**src/rtl/rle_rx_pkg.sv**
```systemverilog
package rle_rx_pkg;

  typedef enum logic [1:0] {
    ST_IDLE   = 2'd0,
    ST_ARMED  = 2'd1,
    ST_REPLAY = 2'd2
  } rle_state_e;

  // strobes from control to datapath
  typedef struct packed {
    logic loadCnt;
    logic decCnt;
    logic loadH1;
    logic h1TagIn;
    logic moveH1;
    logic keepH1;
    logic popH2;
  } rle_strobe_t;

  // flags from datapath to control
  typedef struct packed {
    logic h1Valid;
    logic h1Tag;
    logic h2Valid;
    logic h2Tag;
    logic cntZero;
    logic cntOne;
  } rle_status_t;

endpackage

```
**src/rtl/rle_rx_datapath.sv**
```systemverilog
module rle_rx_datapath
  import rle_rx_pkg::*;
#(
  parameter int DATA_W = 8
) (
  input  logic              clk,
  input  logic              rstN,
  input  rle_strobe_t       stb,
  input  logic [DATA_W-1:0] fifoData,
  output rle_status_t       sts,
  output logic [DATA_W-1:0] outData
);

  localparam logic [DATA_W-1:0] CNT_ONE = DATA_W'(1);

  logic [DATA_W-1:0] cntReg;
  logic [DATA_W-1:0] h1Data;
  logic              h1Valid;
  logic              h1Tag;
  logic [DATA_W-1:0] h2Data;
  logic              h2Valid;
  logic              h2Tag;

  // repeat count
  always_ff @(posedge clk or negedge rstN) begin
    if (!rstN) begin
      cntReg <= '0;
    end else if (stb.loadCnt) begin
      cntReg <= fifoData;
    end else if (stb.decCnt) begin
      cntReg <= cntReg - CNT_ONE;
    end
  end

  // first holding stage
  always_ff @(posedge clk or negedge rstN) begin
    if (!rstN) begin
      h1Valid <= 1'b0;
      h1Tag   <= 1'b0;
      h1Data  <= '0;
    end else if (stb.loadH1) begin
      h1Valid <= 1'b1;
      h1Tag   <= stb.h1TagIn;
      h1Data  <= fifoData;
    end else if (stb.moveH1 && !stb.keepH1) begin
      h1Valid <= 1'b0;
      h1Tag   <= 1'b0;
    end
  end

  // output holding stage
  always_ff @(posedge clk or negedge rstN) begin
    if (!rstN) begin
      h2Valid <= 1'b0;
      h2Tag   <= 1'b0;
      h2Data  <= '0;
    end else if (stb.moveH1) begin
      h2Valid <= 1'b1;
      h2Tag   <= h1Tag;
      h2Data  <= h1Data;
    end else if (stb.popH2) begin
      h2Valid <= 1'b0;
      h2Tag   <= 1'b0;
    end
  end

  always_comb begin
    sts.h1Valid = h1Valid;
    sts.h1Tag   = h1Tag;
    sts.h2Valid = h2Valid;
    sts.h2Tag   = h2Tag;
    sts.cntZero = (cntReg == '0);
    sts.cntOne  = (cntReg == CNT_ONE);
  end

  assign outData = h2Data;

endmodule

```
**src/rtl/rle_rx_ctrl.sv**
```systemverilog
module rle_rx_ctrl
  import rle_rx_pkg::*;
(
  input  logic        clk,
  input  logic        rstN,
  input  logic        expandEn,
  input  logic        fifoValid,
  input  logic        fifoCmd,
  input  logic        hostPop,
  input  logic        hostTagRead,
  input  rle_status_t sts,
  output logic        fifoRd,
  output logic        replayActive,
  output rle_strobe_t stb
);

  rle_state_e state, stateNext;

  logic h2Leaves;
  logic moveH1;
  logic tagPending;
  logic h1Room;
  logic isCode;

  always_comb begin
    h2Leaves   = sts.h2Valid &&
                 ((hostPop && !sts.h2Tag) || (hostTagRead && sts.h2Tag));
    moveH1     = sts.h1Valid && (!sts.h2Valid || h2Leaves);
    replayActive = (state == ST_REPLAY);
    tagPending = (sts.h1Valid && sts.h1Tag) || (sts.h2Valid && sts.h2Tag);
    h1Room     = !sts.h1Valid || (moveH1 && !replayActive);
    fifoRd     = fifoValid && h1Room && !tagPending && !replayActive;
    isCode     = fifoCmd && expandEn;

    stb.moveH1  = moveH1;
    stb.keepH1  = replayActive && moveH1;
    stb.decCnt  = replayActive && moveH1;
    stb.popH2   = h2Leaves;
    stb.loadCnt = fifoRd && isCode;
    stb.loadH1  = fifoRd && !isCode;
    stb.h1TagIn = fifoCmd;
  end

  always_comb begin
    stateNext = state;
    unique case (state)
      ST_IDLE: begin
        if (stb.loadCnt) stateNext = ST_ARMED;
      end
      ST_ARMED: begin
        if (stb.loadH1 && !fifoCmd) begin
          stateNext = sts.cntZero ? ST_IDLE : ST_REPLAY;
        end
      end
      ST_REPLAY: begin
        if (stb.decCnt && sts.cntOne) stateNext = ST_IDLE;
      end
      default: stateNext = ST_IDLE;
    endcase
  end

  always_ff @(posedge clk or negedge rstN) begin
    if (!rstN) state <= ST_IDLE;
    else       state <= stateNext;
  end

endmodule

```
**src/rtl/rle_rx_expander.sv**
```systemverilog
module rle_rx_expander
  import rle_rx_pkg::*;
#(
  parameter int DATA_W = 8
) (
  input  logic              clk,
  input  logic              rstN,
  input  logic              expandEn,
  input  logic              fifoValid,
  input  logic [DATA_W-1:0] fifoData,
  input  logic              fifoCmd,
  output logic              fifoRd,
  input  logic              hostPop,
  input  logic              hostTagRead,
  output logic              outValid,
  output logic [DATA_W-1:0] outData,
  output logic              outTag,
  output logic              irq
);

  rle_strobe_t stb;
  rle_status_t sts;
  logic        replayActive;

  rle_rx_ctrl u_ctrl (
    .clk          (clk),
    .rstN         (rstN),
    .expandEn     (expandEn),
    .fifoValid    (fifoValid),
    .fifoCmd      (fifoCmd),
    .hostPop      (hostPop),
    .hostTagRead  (hostTagRead),
    .sts          (sts),
    .fifoRd       (fifoRd),
    .replayActive (replayActive),
    .stb          (stb)
  );

  rle_rx_datapath #(.DATA_W(DATA_W)) u_dp (
    .clk      (clk),
    .rstN     (rstN),
    .stb      (stb),
    .fifoData (fifoData),
    .sts      (sts),
    .outData  (outData)
  );

  assign outValid = sts.h2Valid;
  assign outTag   = sts.h2Tag;
  assign irq      = sts.h2Valid && sts.h2Tag;

endmodule

```
**config.mk**
```make
export PLATFORM = sky130hd
export DESIGN_NAME = rle_rx_expander
export DESIGN_NICKNAME = d
export VERILOG_FILES = /design/src/rtl/rle_rx_pkg.sv /design/src/rtl/rle_rx_datapath.sv /design/src/rtl/rle_rx_ctrl.sv /design/src/rtl/rle_rx_expander.sv
export SDC_FILE = /design/constraint.sdc
export NUM_CORES = 1
export LEC_CHECK = 0
export BUFFER_PORTS_ARGS = -buffer_cell sky130_fd_sc_hd__buf_2
export CAP_MARGIN = 20
export CORE_MARGIN = 1
export CORE_UTILIZATION = 30
export CTS_CLUSTER_DIAMETER = 100
export DETAILED_ROUTE_END_ITERATION = 16
export PLACE_DENSITY = 0.5
export RECOVER_POWER = 50
export REMOVE_ABC_BUFFERS = 1
export SYNTH_ARGS = -nofsm -noshare
export SYNTH_HDL_FRONTEND = slang
export SYNTH_SLANG_ARGS = --single-unit
```
**constraint.sdc**
```tcl
create_clock -name clk -period 2.7 [get_ports clk]
set_input_delay 0.405 -clock clk [delete_from_list [all_inputs] [get_ports clk]]
set_output_delay 0.405 -clock clk [all_outputs]
set_load 0.03 [all_outputs]
```
==> results.yml, run 1 <==
outcome:
  status: "finished, violations left"
  failed_checks: "capacitance limit, slew limit"
synth:
  yosysSeqAreaShare: 0.498
  synth_edf_count: 0
  postSynth.asyncResetShare: 1.00
  flip_flop_and_latch_count_after_synthesis: 30
  syn_avg_cell_area_um2: 10.6
  netlist_instances: 142
  synth_cell_type_count: 40
  synth.yosys.warnings: 0
  ys.flop_type: "dfrtp_1"
  syn-cell-area_mm2: 0.00151
power:
  p_leak_nw: 0.870
  power.ir.vdd_worst_mv: 0.421
  power-per-cell-area_mw_per_mm2: 1270
timing:
  finalMaxSlewViolations: 31
  fin_worst_skew_ps: 5.25
  hold_slack_ps: 373
  achievable-frequency_mhz: 461
  max-slew-margin-rel: -0.0660
  timing_hold_violations_final: 0
  worst_pin_slew_ps: 1600
  setup_total_negative_slack_ps: 0
  final_period_minus_worst_setup_slack_ps: 2170
  post-route-period-util: 0.803
  rsz_0062_raised_after_global_routing: "false"
  finalSetupViolCount: 0
layout:
  post_route_utilization: 0.384
  area_growth_pct: 21.6
  fin_nets: 189
  final_design_area_no_fill_mm2: 0.00184
  drive_gt1_frac: 0.272
  num_antenna_cells: 0
  fillers: 494
worst_setup_path:
  worst-endpoint-arrival_ps: 1760
  capturing_element_type_of_the_critical_path: "output pin"
  crit_path_cell_trace: "nor2b_4 > o21ai_2 > and4_1 > buf_2"
  critical_path.max_fanout: 9
  worst_path_max_delay_cell: "dfrtp_1"
  critPathKind: "flop to output pin"
  cp.buffers_inverters: 1
  critical-path-max-stage-delay_ps: 480
  critPathLaunchType: "flop"
  critPathRequiredTime_ps: 2300
  crit_family: "simple AND/OR/NAND/NOR gates"
clocking:
  postCtsSetupBuffers: 0
  clock_path_buffers: 2
  cts_tree: "built"
  cts_root_buf: "clkbuf_8"
  numCtsBuffers: 5
  post_cts.resized_instances: 0
  clk_pin_slew_ps: 70
  clock_insertion_delay_worst_skew_ps: 280
  postCtsHoldBufs: 0
  cts.sinks: 30
  htree_levels: 2
flow_run:
  cap_viol_max_count: 1
floorplan:
  die_area_mm2: 0.00532
  fp.coreArea_mm2: 0.00479
  num_rows: 25
  design.portCount: 27
  initial_utilization: 0.315
  floorplan.die.width_um: 72.9
  dieHeight_um: 72.9
routing:
  remaining_design_rule_violation_count: 0
  drt_iter0_markers: 83
  drt-wirelength-per-cell_um: 13.2
  postRouteWirelength_um: 3160
  drt.antenna.violating_nets: 0
  detailedRoute.firstPassIterationCount: 4
  route.detailed.vias_per_inst: 4.62
  routed-via-count: 1108
place:
  dpl_cell_area_mm2: 0.00170
  dp_hpwl_um: 2380
  place.port_buffers: 26
  globalplace.congestion: 0.794
global_routing:
  grt_overflow_total: 0
  grt_antenna_before_repair: 0
  grt_max_degree: 31
  overall_global_routing_usage: 0.137
  grt_pass1_wl_um: 5410
  vias_in_the_first_global_route: 1116
min_path:
  holdCritPathClass: "input port to flop"
[stage by stage]
step,instances,setup WS (ps),total power [mW]
2_1_floorplan,139,800,1.53
3_3_place_gp,232,874,1.75
3_5_place_dp,232,827,1.78
4_1_cts,240,519,2.36
5_1_grt,240,409,2.49
6_report,240,533,2.33
[layer usage]
metal	GRT usage	routed length, um
met5	0	0
met4	0.0458	42
met3	0.0456	106
met2	0.222	1550
met1	0.173	1460
[final cells by class]
| class | instances | area (um2) | area share |
|---|---|---|---|
| multi-input cells | 105 | 719 | 0.392 |
| repair buffers | 26 | 124 | 0.0675 |
| well taps | 67 | 83.8 | 0.0457 |
| clock inverters | 2 | 60.1 | 0.0327 |
| flip-flops and latches | 30 | 751 | 0.409 |
| inverters | 4 | 15.0 | 0.00818 |
| clock buffers | 6 | 82.6 | 0.0450 |
[report_power, final]
group,internal [mW],total (mW),leakage (nW),switching [mW]
clock network,0.394,0.568,0.0714,0.174
logic,0.373,0.896,0.437,0.523
registers,0.670,0.864,0.361,0.194
[state kept, by name, indices dropped and copies added, names as in the netlist]
register      count
u_dp.outData      8
u_dp.h1Valid      1
u_dp.h2Valid      1
u_dp.cntReg       8
u_ctrl.state      2
u_dp.h1Tag        1
u_dp.h2Tag        1
u_dp.h1Data       8
[worst paths after layout]
kind	startpoint	end	slack (ps)	depth (start not counted)
setup / recovery	u_dp.h1Valid	fifoRd	530	4
hold / removal	fifoData[3]	u_dp.h1Data[3]	370	2
setup reg to reg	u_dp.h2Tag	u_dp.cntReg[6]	870	5
hold reg to reg	u_dp.outData[5]	u_dp.outData[5]	470	2
max in group asynchronous	rstN	u_dp.outData[2]	1250	1
min in group asynchronous	rstN	u_dp.cntReg[7]	520	1
[cell usage after synthesis (2+ instances only)]
cell	number	share of area
dfrtp_1	30	0.50
o21ai_2	2	0.012
ha_1	2	0.017
nor3_1	4	0.013
nand3_1	5	0.017
a21oi_1	9	0.030
xnor2_1	3	0.017
nand2_1	33	0.082
mux2_4	8	0.080
mux2i_1	2	0.013
o21ai_0	4	0.013
a21o_1	3	0.015
nor2_1	6	0.015
nand2b_1	2	0.0083
inv_1	4	0.0099
[cells in the final DEF (no fill, tap or decap), drive strengths merged, types with 2 or more instances in the layout]
cell | netlist | routed
nand2 | 34 | 34
dfrtp | 30 | 30
buf | 3 | 21
clkbuf | 0 | 11
a21oi | 9 | 9
mux2 | 9 | 9
o21ai | 7 | 7
nor2 | 6 | 6
nand3 | 5 | 5
nor3 | 5 | 5
inv | 4 | 4
xnor2 | 3 | 3
a21o | 3 | 3
nand2b | 2 | 2
mux2i | 2 | 2
ha | 2 | 2
bufinv | 0 | 2
nor2b | 2 | 2
[cell families (layout without fill, tap and decap cells)]
kind of cell / Yosys count / in the layout / share of synthesized area
simple gates: 62 / 62 / 0.218
flops: 30 / 30 / 0.498
compound gates: 26 / 26 / 0.119
mux: 11 / 11 / 0.100
buf+inv: 7 / 38 / 0.0257
xor+xnor: 4 / 4 / 0.0232
fa+ha+maj: 2 / 2 / 0.0166
[worst reg2reg max path, cell delays in order (launching register included)]
cell	delay [ps]
dfrtp_1	480
mux2_2	400
o21ai_2	460
nor3_2	110
xnor2_1	140
a21oi_1	160
Note: power is estimated with default switching activity, not from simulation.
==> run 2: changes to the inputs <==
- ABC_AREA: unset -> 1
- clock period: 2.7 -> 2 ns (I/O delays scaled with it)
==> results.yml, run 2 <==
synth:
  flip_flop_and_latch_count_after_synthesis: 30
  synth.yosys.warnings: 0
  ys.flop_type: "dfrtp_1"
  netlist.top_cell.by_area: "dfrtp_1"
  syn_avg_cell_area_um2: 8.65
  synth_cell_type_count: 27
  synthTopCellsByArea: "dfrtp_1 (50%), nand2_1 (11%), inv_1 (6.2%), o21ai_0 (5.3%), o211ai_1 (3.0%)"
  synth_edf_count: 0
  netlist_instances: 174
  library_cell_with_the_highest_instance_count_after_synthesis: "nand2_1"
  postSynth.asyncResetShare: 1.00
  synth.cells.most_frequent: "nand2_1 (44), dfrtp_1 (30), inv_1 (25)"
  yosysSeqAreaShare: 0.499
  synth.top_cell.area_share: 0.499
  syn-cell-area_mm2: 0.00151
power:
  power-per-cell-area_mw_per_mm2: 1640
  power.ir.vdd_worst_mv: 0.434
  p_leak_nw: 0.915
timing:
  rsz_0062_raised_after_global_routing: "false"
  max-slew-margin-rel: -0.0697
  setup_total_negative_slack_ps: 0
  finalMaxSlewViolations: 31
  final_period_minus_worst_setup_slack_ps: 1800
  fin_worst_skew_ps: 4.92
  post-route-period-util: 0.898
  worst_pin_slew_ps: 1600
  achievable-frequency_mhz: 557
  timing_hold_violations_final: 0
  finalSetupViolCount: 0
outcome:
  failed_checks: "capacitance limit, slew limit"
  status: "finished, violations left"
layout:
  final-instance-count-excl-fill: 273
  drive_gt1_frac: 0.223
  area_growth_pct: 21.9
  leading_cell_type_in_the_layout_fill_and_taps_excluded: "nand2_1"
  fin_nets: 222
  fillers: 491
  num_antenna_cells: 0
  layout_common_cells: "nand2_1 (44), dfrtp_1 (30), inv_1 (25), buf_2 (21), o21ai_0 (16)"
global_routing:
  vias_in_the_first_global_route: 1075
  grt_overflow_total: 0
  grt_antenna_before_repair: 0
  grt_max_degree: 31
  overall_global_routing_usage: 0.129
  grt_pass1_wl_um: 5060
flow_run:
  cap_viol_max_count: 1
floorplan:
  die_area_mm2: 0.00530
  dieHeight_um: 72.8
  design.portCount: 27
  fp.coreArea_mm2: 0.00479
  floorplan.die.width_um: 72.8
  initial_utilization: 0.315
  num_rows: 25
worst_setup_path:
  capturing_element_type_of_the_critical_path: "output pin"
  worst-r2r-cell-count: 9
  critPathLaunchType: "flop"
  critPathKind: "flop to output pin"
  worst-endpoint-arrival_ps: 1500
  r2r-end: "u_dp.h1Tag"
  critPathRequiredTime_ps: 1700
  critical_path.reg2reg.startpoint: "u_dp.h2Tag"
  regToRegSetupSlack_ps: 490
  crit_path_cell_trace: "nor2_2 > nor2_4 > o21bai_4 > nand2_4 > inv_1 > buf_2"
  crit_family: "flip-flops"
  worst_path_max_delay_cell: "dfrtp_1"
  critical_path.max_fanout: 5
  critical-path-max-stage-delay_ps: 420
  cp.buffers_inverters: 2
clocking:
  postCtsSetupBuffers: 0
  cts.sinks: 30
  cts_tree: "built"
  clock_insertion_delay_worst_skew_ps: 280
  clock_path_buffers: 2
  clk_pin_slew_ps: 70
  numCtsBuffers: 5
  post_cts.resized_instances: 0
  htree_levels: 2
  postCtsHoldBufs: 0
  cts_root_buf: "clkbuf_8"
routing:
  drt.antenna.violating_nets: 0
  detailedRoute.firstPassIterationCount: 6
  routed-via-count: 1131
  postRouteWirelength_um: 2980
  remaining_design_rule_violation_count: 0
  drt_iter0_markers: 60
  route.detailed.vias_per_inst: 4.14
  drt-wirelength-per-cell_um: 10.9
place:
  place.port_buffers: 26
  dp_cells: 265
  dp_hpwl_um: 2160
  globalplace.congestion: 0.767
min_path:
  holdCritPathClass: "input port to flop"
  worst_hold_path.num_cells: 3
  timing.hold.worst.start: "fifoData[5]"
  hold_path_end: "u_dp.h1Data[5]"
## run 2: changes by cell type in the layout (fill, tap and decap cells not counted), moves of 6 or more
cell	change
inv_1	+21
o21ai_0	+12
nand2_1	+11
a21oi_1	-8
mux2_4	-8
o21ai_1	+6
## run 2: kinds of logic (layout without fill, tap and decap cells)
| kind of cell | count (synthesis) | after routing | synth area share |
|---|---|---|---|
| adder cells (fa/ha/maj) | 2 | 2 | 0.0166 |
| XOR/XNOR | 4 | 4 | 0.0233 |
| flip-flops | 30 | 30 | 0.499 |
| buffers and inverters | 30 | 62 | 0.0831 |
| AO/OA/AOI/OAI | 34 | 34 | 0.138 |
| AND/OR/NAND/NOR | 74 | 74 | 0.240 |
## run 2: power breakdown
group | switching, mW | leakage, nW | total (mW) | internal [mW]
clock | 0.230 | 0.0714 | 0.762 | 0.531
sequential | 0.150 | 0.373 | 1.03 | 0.883
combinational | 0.815 | 0.471 | 1.21 | 0.394
## run 2: metrics by stage
stage               total power, mW  setup slack [ps]  hold WS [ps]  area (um2)  utilization
finish                         3.00               204           245        1840        0.384
global route                   3.26              88.2           247        1840        0.384
CTS                            3.06               182          71.7        1840        0.385
detailed placement             2.28               489           382        1700        0.355
global placement               2.27               527           381        1700        0.355
floorplan                      1.97               419          4.41        1490            -
## run 2: area by class of cell
cell class / instances / area, um2 / area share
Clock inverter: 2 / 60.1 / 0.0327
Clock buffer: 6 / 82.6 / 0.0450
Inverter: 28 / 105 / 0.0573
Sequential cell: 30 / 751 / 0.409
Timing Repair Buffer: 26 / 124 / 0.0675
Tap cell: 67 / 83.8 / 0.0457
Multi-Input combinational cell: 114 / 629 / 0.343
## run 2: layer usage
| layer | up-vias | wire length [um] | GRT usage | part of all wire |
|---|---|---|---|---|
| li1 | 613 | - | - | - |
| met1 | 495 | 1560 | 0.175 | 0.52 |
| met2 | 16 | 1260 | 0.187 | 0.42 |
| met3 | 7 | 108 | 0.0414 | 0.036 |
| met4 | 0 | 50 | 0.0588 | 0.017 |
| met5 | - | 0 | 0 | 0 |
## run 2: worst reg2reg max path: stages, from the launching register on
cell and delay, ps:
dfrtp_1 420, nor2_2 180, nor2_4 80, o21bai_4 200, nand2_4 100, nor2_8 240, inv_1 90, nand2_1 60
nand2_1 40, inv_1 40
## run 2: how the worst max path moves through the flow
stage            startpoint    endpoint  slack (ps)  cells past startpoint
2_1_floorplan    u_dp.h2Tag      fifoRd         420                      6
3_3_place_gp   u_dp.h2Valid  u_dp.h1Tag         530                      9
3_5_place_dp     u_dp.h2Tag  u_dp.h1Tag         490                      9
4_1_cts          u_dp.h2Tag      fifoRd         180                      6
5_1_grt          u_dp.h2Tag      fifoRd          90                      6
6_report         u_dp.h2Tag      fifoRd         200                      6
==> run 3: changes to the inputs <==
- PLACE_DENSITY: 0.5 -> unset
- PLACE_DENSITY_LB_ADDON: unset -> 0.2
- clock period: 2 -> 1.8 ns (I/O delays scaled with it)
==> results.yml, run 3 (synthesis results as in run 2) <==
worst_setup_path:
  worst-r2r-cell-count: 8
  worst-endpoint-arrival_ps: 1460
  critical_path.max_fanout: 5
  critPathRequiredTime_ps: 1530
  regToRegSetupSlack_ps: 260
  r2r-end: "u_dp.cntReg[5]"
  critPathLaunchType: "flop"
  capturing_element_type_of_the_critical_path: "output pin"
  setup.worst_path.start: "u_dp.h2Tag"
  critPathKind: "flop to output pin"
  critical_path.reg2reg.startpoint: "u_dp.h2Tag"
outcome:
  status: "finished, final reports clean"
min_path:
  holdCritPathClass: "input port to async pin"
floorplan:
  initial_utilization: 0.315
  dieHeight_um: 72.8
  num_rows: 25
  fp.coreArea_mm2: 0.00479
  design.portCount: 27
  die_area_mm2: 0.00530
  floorplan.die.width_um: 72.8
global_routing:
  grt_antenna_before_repair: 0
  grt_overflow_total: 0
  grt_pass1_wl_um: 5640
  overall_global_routing_usage: 0.142
  grt_max_degree: 31
  vias_in_the_first_global_route: 1248
timing:
  post-route-period-util: 0.963
  max-slew-margin-rel: 0.473
  setup_total_negative_slack_ps: 0
  fin_worst_skew_ps: 5.04
  achievable-frequency_mhz: 577
  finalMaxSlewViolations: 0
  final_period_minus_worst_setup_slack_ps: 1730
  timing_hold_violations_final: 0
  worst_pin_slew_ps: 791
  hold_slack_ps: 62.8
  rsz_0062_raised_after_global_routing: "false"
  finalSetupViolCount: 0
place:
  dpl_cell_area_mm2: 0.00170
  globalplace.congestion: 0.805
  dp_hpwl_um: 2290
  dp_cells: 265
  place.port_buffers: 26
clocking:
  clock_path_buffers: 2
  htree_levels: 2
  clock_insertion_delay_worst_skew_ps: 280
  cts.sinks: 30
  cts_root_buf: "clkbuf_8"
  clk_pin_slew_ps: 70
  cts_tree: "built"
  numCtsBuffers: 5
routing:
  drt.antenna.violating_nets: 0
  routed-via-count: 1233
  route.detailed.vias_per_inst: 4.50
  detailedRoute.firstPassIterationCount: 4
  drt-wirelength-per-cell_um: 11.5
  remaining_design_rule_violation_count: 0
  postRouteWirelength_um: 3150
  drt_iter0_markers: 34
layout:
  multiInputGateArea_um2: 639
  final-instance-count-excl-fill: 274
  leading_cell_type_in_the_layout_fill_and_taps_excluded: "nand2_1"
  fillers: 521
  drive_gt1_frac: 0.237
  fin_nets: 224
  final_design_area_no_fill_mm2: 0.00180
  num_antenna_cells: 0
  final-seq-area_um2: 752
  area_growth_pct: 19.5
  layout_common_cells: "nand2_1 (44), dfrtp_1 (29), inv_1 (25), buf_2 (21), o21ai_0 (16)"
flow_run:
  cap_viol_max_count: 0
power:
  power.ir.vdd_worst_mv: 0.698
  power-per-cell-area_mw_per_mm2: 1690
  p_leak_nw: 0.900
run 3: final cells by class:
class                           count  share of cell area
Sequential cell                    30               0.418
Multi-Input combinational cell    114               0.355
Timing Repair Buffer               28              0.0779
Inverter                           28              0.0584
Tap cell                           67              0.0466
Clock buffer                        5              0.0382
Clock inverter                      2             0.00556
run 3: routing by layer:
layer / vias to the layer above / GRT usage / routed length, um
met5: - / 0 / 0
met4: 0 / 0.0850 / 64
met1: 573 / 0.182 / 1540
met3: 6 / 0.0304 / 131
met2: 34 / 0.222 / 1420
li1: 620 / - / -
run 3: power by group:
part	switching, mW	internal (mW)
clock network	0.251	0.259
registers	0.167	0.983
logic	0.929	0.461
total	1.35	1.70
run 3: stage by stage:
stage	util	setup slack (ps)	total power, mW
2_1_floorplan	-	249	2.19
3_3_place_gp	0.355	344	2.53
3_5_place_dp	0.355	318	2.54
4_1_cts	0.372	7.08	3.07
5_1_grt	0.376	1.58	3.34
6_report	0.376	67.4	3.05
run 3: worst max path at each step:
stage | to | slack [ps] | depth (start not counted)
CTS | fifoRd | 7 | 6
detailed placement | u_dp.h1Tag | 320 | 9
global placement | u_dp.h1Tag | 340 | 9
floorplan | fifoRd | 250 | 6
global route | fifoRd | 2 | 6
finish | fifoRd | 70 | 6
run 3: repair_timing:
action | in CTS | in global routing
buffers inserted | 0 | 2
resized for setup | 0 | 3
hold buffers | 0 | 0
setup endpoints to repair | 0 | 1
run 3: critical path: stages, from the launching register on:
cell and delay (ps):
dfrtp_2 440, nor2_4 140, nor2_4 60, o21bai_4 200, nand2_4 90, inv_1 60, buf_2 180
